===== src/rtl/rxd_pkg.sv =====
// Shared definitions for the receive descriptor engine: descriptor field
// positions and the controller state encoding.
// Assumes descriptors of four 32-bit little-endian words.
package rxd_pkg;
    localparam int WORD_W    = 32;
    localparam int OWN_BIT   = 31;  // word 0: engine owns the entry
    localparam int FL_LSB    = 16;  // word 0: frame length field
    localparam int FL_W      = 14;
    localparam int FS_BIT    = 9;   // word 0: first segment
    localparam int LS_BIT    = 8;   // word 0: last segment
    localparam int TL_BIT    = 7;   // word 0: frame too long
    localparam int SZ_W      = 11;  // word 1: size field width
    localparam int SZ2_LSB   = 11;  // word 1: buffer-2 size position
    localparam int CH_BIT    = 24;  // word 1: chained
    localparam int ER_BIT    = 25;  // word 1: end of ring
    localparam int DESC_STEP = 16;  // bytes per descriptor

    typedef enum logic [3:0] {
        ST_IDLE, ST_RD0, ST_RD1, ST_RD2, ST_RD3, ST_RD4,
        ST_SETUP, ST_COPY, ST_WB
    } rxd_state_e;
endpackage


===== src/rtl/rxd_decode.sv =====
// Descriptor decoder: selects the buffer and its size, sizes the segment
// to copy and computes the next descriptor address.
// Assumes LEN_W >= the size field width; pointers are word aligned.
module rxd_decode
    import rxd_pkg::*;
#(
    parameter int LEN_W = 14
) (
    input  logic [WORD_W-1:0] cur_addr,
    input  logic [WORD_W-1:0] base_addr,
    input  logic [WORD_W-1:0] ctl_word,
    input  logic [WORD_W-1:0] ptr1_word,
    input  logic [WORD_W-1:0] ptr2_word,
    input  logic [LEN_W-1:0]  remaining,
    output logic [WORD_W-1:0] buf_addr,
    output logic [WORD_W-1:0] next_addr,
    output logic [LEN_W-1:0]  seg_len
);
    logic [SZ_W-1:0]   size_a;
    logic [SZ_W-1:0]   size_b;
    logic              use_a;
    logic [LEN_W-1:0]  size_sel;
    logic [WORD_W-1:0] ptr_sel;

    // Buffer choice and segment length
    always_comb begin
        size_a   = ctl_word[SZ_W-1:0];
        size_b   = ctl_word[SZ2_LSB +: SZ_W];
        use_a    = (size_a != '0);
        size_sel = use_a ? LEN_W'(size_a) : LEN_W'(size_b);
        ptr_sel  = use_a ? ptr1_word : ptr2_word;
        buf_addr = {ptr_sel[WORD_W-1:2], 2'b00};
        seg_len  = (remaining < size_sel) ? remaining : size_sel;
    end

    // Next-descriptor rule: ring end, then chain, then sequential
    always_comb begin
        if (ctl_word[ER_BIT])
            next_addr = base_addr;
        else if (ctl_word[CH_BIT])
            next_addr = {ptr2_word[WORD_W-1:2], 2'b00};
        else
            next_addr = cur_addr + WORD_W'(DESC_STEP);
    end
endmodule


===== src/rtl/rxd_status.sv =====
// Status word builder: forms the word written back over descriptor word 0.
// Ownership is always returned (bit 31 zero).
module rxd_status
    import rxd_pkg::*;
#(
    parameter int LEN_W        = 14,
    parameter int MAX_DATA_LEN = 1518,
    parameter int CRC_LEN      = 4
) (
    input  logic              first_seg,
    input  logic              last_seg,
    input  logic [LEN_W-1:0]  frame_len,
    output logic [WORD_W-1:0] status
);
    logic [WORD_W-1:0] total_len;

    // Assemble segment flags and, on the last segment, length and size error
    always_comb begin
        total_len = WORD_W'(frame_len) + WORD_W'(CRC_LEN);
        status    = '0;
        status[FS_BIT] = first_seg;
        status[LS_BIT] = last_seg;
        if (last_seg) begin
            status[FL_LSB +: FL_W] = total_len[FL_W-1:0];
            status[TL_BIT]         = (WORD_W'(frame_len) > WORD_W'(MAX_DATA_LEN));
        end
    end
endmodule


===== src/rtl/rxd_packer.sv =====
// Byte-to-word packer: gathers a byte stream into little-endian words and
// issues one strobed write per buffer word.
// Assumes the buffer start is word aligned and one byte arrives per push.
module rxd_packer
    import rxd_pkg::*;
#(
    parameter int IDX_W = 14
) (
    input  logic              clk,
    input  logic              rst_n,
    input  logic              start,
    input  logic [WORD_W-1:0] base_addr,
    input  logic              push,
    input  logic              flush,
    input  logic [7:0]        din,
    output logic              wr_en,
    output logic [WORD_W-1:0] wr_addr,
    output logic [WORD_W-1:0] wr_data,
    output logic [3:0]        wr_be
);
    logic [1:0]        lane;
    logic [IDX_W-1:0]  word_idx;
    logic [WORD_W-1:0] acc;
    logic [3:0]        mask;

    // Merge the incoming byte into the partly filled word
    always_comb begin
        wr_data = acc;
        wr_data[8*lane +: 8] = din;
        wr_be   = mask | (4'b0001 << lane);
        wr_en   = push && (lane == 2'd3 || flush);
        wr_addr = base_addr + {{(WORD_W-IDX_W-2){1'b0}}, word_idx, 2'b00};
    end

    // Track lane, word index and the partial word
    always_ff @(posedge clk) begin
        if (!rst_n || start) begin
            lane     <= '0;
            word_idx <= '0;
            acc      <= '0;
            mask     <= '0;
        end else if (push) begin
            lane <= lane + 2'd1;
            if (wr_en) begin
                acc      <= '0;
                mask     <= '0;
                word_idx <= word_idx + 1'b1;
            end else begin
                acc  <= wr_data;
                mask <= wr_be;
            end
        end
    end

    // every word write starts at lane 0 of an aligned buffer
    p_write_lane0_r5: assert property (@(posedge clk) disable iff (!rst_n)
        wr_en |-> wr_be[0]);
endmodule


===== src/rtl/rx_desc_engine.sv =====
// Receive descriptor ring engine: fetches descriptors, copies frame bytes
// into the selected buffer and writes status back over word 0.
// Assumes memory read data one cycle after a read request, a show-ahead
// byte source that never stalls inside a frame, and list_load while idle.
module rx_desc_engine
    import rxd_pkg::*;
#(
    parameter int LEN_W        = 14,
    parameter int MAX_DATA_LEN = 1518,
    parameter int CRC_LEN      = 4
) (
    input  logic              clk,
    input  logic              rst_n,
    input  logic              rx_enable,
    input  logic              rx_poll,
    input  logic              list_load,
    input  logic [31:0]       list_base,
    input  logic              frame_avail,
    input  logic [LEN_W-1:0]  frame_len,
    input  logic [7:0]        frame_byte,
    output logic              frame_pop,
    output logic              frame_done,
    output logic              mem_req,
    output logic              mem_we,
    output logic [31:0]       mem_addr,
    output logic [31:0]       mem_wdata,
    output logic [3:0]        mem_be,
    input  logic [31:0]       mem_rdata,
    output logic              rx_int,
    output logic              rx_unavail,
    output logic              rx_suspended
);
    rxd_state_e        state;
    logic [WORD_W-1:0] cur_addr, base_addr;
    logic [WORD_W-1:0] ctl_q, ptr1_q, ptr2_q;
    logic [WORD_W-1:0] buf_q, next_q;
    logic [LEN_W-1:0]  flen_q, offset, seg_q, cnt;
    logic              in_frame, first_q, last_q, suspended;

    logic [WORD_W-1:0] dec_buf, dec_next, stat_word;
    logic [LEN_W-1:0]  dec_seg, remaining;
    logic              pk_wr;
    logic [WORD_W-1:0] pk_addr, pk_data;
    logic [3:0]        pk_be;
    logic              seg_end;

    assign remaining = flen_q - offset;
    assign seg_end   = (cnt == seg_q - 1'b1);

    rxd_decode #(.LEN_W(LEN_W)) u_decode (
        .cur_addr (cur_addr),
        .base_addr(base_addr),
        .ctl_word (ctl_q),
        .ptr1_word(ptr1_q),
        .ptr2_word(ptr2_q),
        .remaining(remaining),
        .buf_addr (dec_buf),
        .next_addr(dec_next),
        .seg_len  (dec_seg)
    );

    rxd_status #(.LEN_W(LEN_W), .MAX_DATA_LEN(MAX_DATA_LEN), .CRC_LEN(CRC_LEN)) u_status (
        .first_seg(first_q),
        .last_seg (last_q),
        .frame_len(flen_q),
        .status   (stat_word)
    );

    rxd_packer #(.IDX_W(LEN_W)) u_packer (
        .clk      (clk),
        .rst_n    (rst_n),
        .start    (state == ST_SETUP),
        .base_addr(buf_q),
        .push     (state == ST_COPY),
        .flush    (seg_end),
        .din      (frame_byte),
        .wr_en    (pk_wr),
        .wr_addr  (pk_addr),
        .wr_data  (pk_data),
        .wr_be    (pk_be)
    );

    // Controller: fetch, decode, copy and write-back sequencing
    always_ff @(posedge clk) begin
        if (!rst_n) begin
            state     <= ST_IDLE;
            cur_addr  <= '0;
            base_addr <= '0;
            ctl_q     <= '0;
            ptr1_q    <= '0;
            ptr2_q    <= '0;
            buf_q     <= '0;
            next_q    <= '0;
            flen_q    <= '0;
            offset    <= '0;
            seg_q     <= '0;
            cnt       <= '0;
            in_frame  <= 1'b0;
            first_q   <= 1'b0;
            last_q    <= 1'b0;
            suspended <= 1'b0;
        end else begin
            case (state)
                ST_IDLE:
                    if (rx_enable && !suspended && (in_frame || frame_avail))
                        state <= ST_RD0;
                ST_RD0: state <= ST_RD1;
                ST_RD1:
                    if (mem_rdata[OWN_BIT]) begin
                        state <= ST_RD2;
                    end else begin
                        state     <= ST_IDLE;
                        suspended <= 1'b1;
                    end
                ST_RD2: begin
                    ctl_q <= mem_rdata;
                    state <= ST_RD3;
                end
                ST_RD3: begin
                    ptr1_q <= mem_rdata;
                    state  <= ST_RD4;
                end
                ST_RD4: begin
                    ptr2_q <= mem_rdata;
                    if (!in_frame) begin
                        flen_q   <= frame_len;
                        offset   <= '0;
                        in_frame <= 1'b1;
                    end
                    state <= ST_SETUP;
                end
                ST_SETUP: begin
                    seg_q   <= dec_seg;
                    buf_q   <= dec_buf;
                    next_q  <= dec_next;
                    first_q <= (offset == '0);
                    last_q  <= (dec_seg == remaining);
                    cnt     <= '0;
                    state   <= (dec_seg == '0) ? ST_WB : ST_COPY;
                end
                ST_COPY: begin
                    cnt    <= cnt + 1'b1;
                    offset <= offset + 1'b1;
                    if (seg_end)
                        state <= ST_WB;
                end
                ST_WB: begin
                    cur_addr <= next_q;
                    if (last_q) begin
                        in_frame <= 1'b0;
                        offset   <= '0;
                    end
                    state <= ST_IDLE;
                end
                default: state <= ST_IDLE;
            endcase
            if (rx_poll)
                suspended <= 1'b0;
            if (list_load) begin
                base_addr <= {list_base[31:2], 2'b00};
                cur_addr  <= {list_base[31:2], 2'b00};
                suspended <= 1'b0;
            end
        end
    end

    // Memory port multiplexer: descriptor reads, buffer writes, status write
    always_comb begin
        mem_req   = 1'b0;
        mem_we    = 1'b0;
        mem_addr  = '0;
        mem_wdata = '0;
        mem_be    = '0;
        case (state)
            ST_RD0: begin
                mem_req  = 1'b1;
                mem_addr = cur_addr;
            end
            ST_RD1: begin
                mem_req  = mem_rdata[OWN_BIT];
                mem_addr = cur_addr + 32'd4;
            end
            ST_RD2: begin
                mem_req  = 1'b1;
                mem_addr = cur_addr + 32'd8;
            end
            ST_RD3: begin
                mem_req  = 1'b1;
                mem_addr = cur_addr + 32'd12;
            end
            ST_COPY: begin
                mem_req   = pk_wr;
                mem_we    = pk_wr;
                mem_addr  = pk_addr;
                mem_wdata = pk_data;
                mem_be    = pk_be;
            end
            ST_WB: begin
                mem_req   = 1'b1;
                mem_we    = 1'b1;
                mem_addr  = cur_addr;
                mem_wdata = stat_word;
                mem_be    = 4'hF;
            end
            default: ;
        endcase
    end

    // Status pulses and byte-stream handshake
    always_comb begin
        frame_pop    = (state == ST_COPY);
        rx_int       = (state == ST_WB) && last_q;
        frame_done   = rx_int;
        rx_unavail   = (state == ST_RD1) && !mem_rdata[OWN_BIT];
        rx_suspended = suspended;
    end

    // every access uses a word-aligned address
    p_addr_aligned_r9: assert property (@(posedge clk) disable iff (!rst_n)
        mem_req |-> (mem_addr[1:0] == 2'b00));
    // a not-owned entry leaves the engine suspended unless cleared
    p_unavail_latch_r3: assert property (@(posedge clk) disable iff (!rst_n)
        (rx_unavail && !rx_poll && !list_load) |=> rx_suspended);
    // no memory traffic while suspended and idle
    p_suspend_quiet_r3: assert property (@(posedge clk) disable iff (!rst_n)
        (rx_suspended && state == ST_IDLE) |-> !mem_req);
    // the status write always hands the entry back
    p_owner_return_r6: assert property (@(posedge clk) disable iff (!rst_n)
        (mem_we && state == ST_WB) |-> !mem_wdata[OWN_BIT]);
    // the receive interrupt coincides with a last-segment status write
    p_int_on_last_r7: assert property (@(posedge clk) disable iff (!rst_n)
        rx_int |-> (mem_we && mem_wdata[LS_BIT] && frame_done));
    // no new descriptor access once idle with the enable low
    p_stop_boundary_r10: assert property (@(posedge clk) disable iff (!rst_n)
        (state == ST_IDLE && !rx_enable) |=> !mem_req);
endmodule


===== config.mk =====
export PLATFORM = sky130hd
export DESIGN_NAME = rx_desc_engine
export DESIGN_NICKNAME = d
export VERILOG_FILES = /design/src/rtl/rxd_pkg.sv /design/src/rtl/rxd_decode.sv /design/src/rtl/rxd_status.sv /design/src/rtl/rxd_packer.sv /design/src/rtl/rx_desc_engine.sv
export SDC_FILE = /design/constraint.sdc
export NUM_CORES = 1
export LEC_CHECK = 0
export ABC_CLOCK_PERIOD_IN_PS = 8500
export BUFFER_PORTS_ARGS = -buffer_cell sky130_fd_sc_hd__buf_2
export CORE_MARGIN = 2
export CORE_UTILIZATION = 50
export CTS_BUF_LIST = sky130_fd_sc_hd__clkbuf_4
export CTS_CLUSTER_SIZE = 16
export DETAILED_ROUTE_END_ITERATION = 16
export HOLD_SLACK_MARGIN = 0.15
export PLACE_DENSITY_LB_ADDON = 0.2
export SLEW_MARGIN = 20
export SYNTH_ARGS = -nofsm -noshare
export SYNTH_HDL_FRONTEND = slang
export SYNTH_SLANG_ARGS = --single-unit
export TNS_END_PERCENT = 5

===== constraint.sdc =====
create_clock -name clk -period 8.5 [get_ports clk]
set_input_delay 0.425 -clock clk [delete_from_list [all_inputs] [get_ports clk]]
set_output_delay 0.425 -clock clk [all_outputs]
set_load 0.03 [all_outputs]

==> out/metrics.yaml <==
cts_buffer_depth: 3
cts_buffers: 88
clock-sinks: 324
grt_pass1_vias: 17100
drive_gt1_frac: 0.131
ys_seq_area_frac: 0.359
placed_area_um2: 19000
syn2layout_area_growth_pct: 16.5
synthFlopType: "dfxtp_1"
p_per_area_nw_per_um2: 164
grt_util_all_layers: 0.303
crit_chain: "nor2b_1 > nand2_1 > buf_4 > inv_1 > buf_4 > ha_1 > a21oi_1 > nor3_1 > nand3_1 > o22ai_1 > nand2b_1 > nor3b_1 > a21oi_1 > o21ai_0 > buf_2"
syn_nets: 2623
firstDrtPassIters: 7
min_period_ns: 5.26
root_buffer: "clkbuf_4"
synth_cell_types: 68
drt-initial-drc-count: 1814
die_h_um: 194
syn-cell-area_um2: 18100
drc: 0
start_util: 0.508
path_buf_inv: 4
holdCritStartpoint: "rx_poll"
dieArea_um2: 37700
post-route-period-util: 0.619
wirelength_um: 58900
gr-total-overflow: 0
fp.coreArea_um2: 35600
ant_nets: 0
max_stage_delay_ns: 0.69
relSlewSlack: 0.187
worstSetupStartpointType: "register"
leakage_nw: 7.91
cp_top_family: "simple AND/OR/NAND/NOR gates"
hold_class: "input pin to register"
finalSetupTns_ns: 0
ios: 167
syn_area_per_cell_um2: 7.30
die_width_um: 194
r2r_slack_ns: 3.85
status: "finished clean"
synth_area_leader_cell: "dfxtp_1"
fin_cells: 3193
max_freq_ghz: 0.190
htreeDepth: 3
maxCapViolations: 0
yosys_warnings: 0
placedCellCount: 2951
r2r_start: "ctl_q[5]"
clk_pin_slew_ns: 0.07
hold_viol_final: 0
fillers: 3384
antenna_found_initial: 1
vias: 18700
clk_latency_ns: 0.78
crit_required_ns: 8.08
netlist_top_cells_area: "dfxtp_1, nand2_1, a21oi_1"
crit_slowest_cell: "dfxtp_1"
crit_start: "state[2]"
routabilityCongestion: 0.957
peakVddDrop_mv: 0.124
synth_top_area_frac: 0.359
critical_path.max_fanout: 32
ys_async_sr_fraction: 0
cts_resized: 0
dp_hpwl_um: 40100
final_area_um2: 21000
worst_pin_slew_ns: 1.21
maxSlewViolCount: 0
finalNetCount: 2817
grt_max_degree: 97
synth_edf_count: 0
syn-instance-count: 2474
io_buffers: 164
synth_seq_cells: 324
setup_viol: 0
wire_per_inst_um: 18.4
arrival_ns: 4.84
critPathKind: "register to primary output"
cts_tree: "built"
worst_clock_skew_ns: 0.0425
grt_pass1_wl_um: 92400
rsz0062_at_grt: "false"
row_count: 69
end_kind: "primary output"
via_per_inst: 5.84
==> final timing paths <==
kind | to | depth (start not counted)
setup reg to reg | state[1] | 12
hold reg to reg | u_packer.mask[3] | 2
setup / recovery | mem_addr[29] | 15
hold / removal | rx_suspended | 3
==> cell usage after synthesis, drive strengths merged (41+ instances only) <==
cell,number
o21ai,135
nor2,291
ha,54
dfxtp,324
nor2b,41
xor2,59
clkbuf,147
a21oi,307
nand2,477
xnor2,66
inv,56
mux2i,48
nand3,52
nor3,50
==> report_power, final <==
part           leakage (nW)  internal (mW)  switching, mW
clock network         0.679          0.760          0.670
logic                  4.61          0.155          0.284
registers              2.62           1.54         0.0354
==> layout make-up <==
| type | instances | area [µm²] | area share |
|---|---|---|---|
| well taps | 461 | 577 | 0.0274 |
| flip-flops and latches | 324 | 6490 | 0.308 |
| multi-input cells | 1923 | 10700 | 0.511 |
| clock buffers | 137 | 1030 | 0.0489 |
| diodes | 1 | 2.50 | 0.000119 |
| clock inverters | 16 | 108 | 0.00511 |
| repair buffers | 275 | 1880 | 0.0892 |
| inverters | 56 | 215 | 0.0102 |
==> flip-flops by register name (all words and copies together), names as in the netlist <==
signal and count:
offset 14, in_frame 1, rx_suspended 1, next_q 32, u_packer.mask 4, ptr1_q 30, cur_addr 32, state 4
ptr2_q 30, ctl_q 24, buf_q 30, u_packer.word_idx 14, seg_q 14, first_q 1, cnt 14, last_q 1
flen_q 14, u_packer.lane 2, u_packer.acc 32, base_addr 30
==> cell usage in the layout (no fill, tap or decap), drive strengths merged, types with 14 or more instances in the layout <==
master         n
nand2        477
dfxtp        324
a21oi        307
nor2         291
buf          187
clkbuf       137
o21ai        135
dlygate4sd3   88
xnor2         66
xor2          59
inv           57
ha            54
nand3         52
nor3          50
mux2i         48
nor2b         41
a311oi        32
nand4         29
o211ai        29
a22oi         29
and3          26
a211oi        18
o22ai         17
a31oi         14
nand2b        14
==> metrics by stage <==
stage / power, mW / hold slack [ns] / worst slack, ns / util
after global routing: 3.60 / 0.297 / 2.85 / 0.592
after detailed placement: 2.01 / 0.427 / 3.97 / 0.535
after CTS: 3.46 / 0.279 / 3.33 / 0.592
after global placement: 2.00 / 0.418 / 4.07 / 0.535
after floorplan: 1.87 / 0.409 / 4.77 / -
final: 3.45 / 0.347 / 3.24 / 0.592
==> worst reg2reg max path: stages (launching register included) <==
cell and delay, ns:
dfxtp_1 0.32, nor4_1 0.69, and4_2 0.94, a21oi_1 0.35, ha_1 0.39, a21o_1 0.16, a21oi_1 0.14, nor2_1 0.06
a211oi_1 0.27, o311a_1 0.32, nand2_1 0.27, mux2i_1 0.45, a31oi_1 0.14
==> routing by layer <==
metal / track usage / share of wire
met5: 0 / 0
met4: 0.0993 / 0.025
met3: 0.0663 / 0.083
met2: 0.469 / 0.44
met1: 0.418 / 0.45
==> kinds of logic (layout without fill, tap and decap cells) <==
kind of cell,after synthesis,count (layout),synth area share
AOI/OAI and AO/OA,648,648,0.212
muxes,49,49,0.0272
DFF,324,324,0.359
xor gates and xnor gates,125,125,0.0606
other,0,1,0
and+or+nand+nor,1044,1044,0.253
buffers and inverters,227,484,0.0476
adders and majority gates,57,57,0.0407
==> what timing repair did <==
item / 4_1_cts / 5_1_grt
hold endpoints to repair: 194 / 0
setup buffers: 0 / 0
hold buffers: 88 / 0
(Power assumes the default switching activity.)
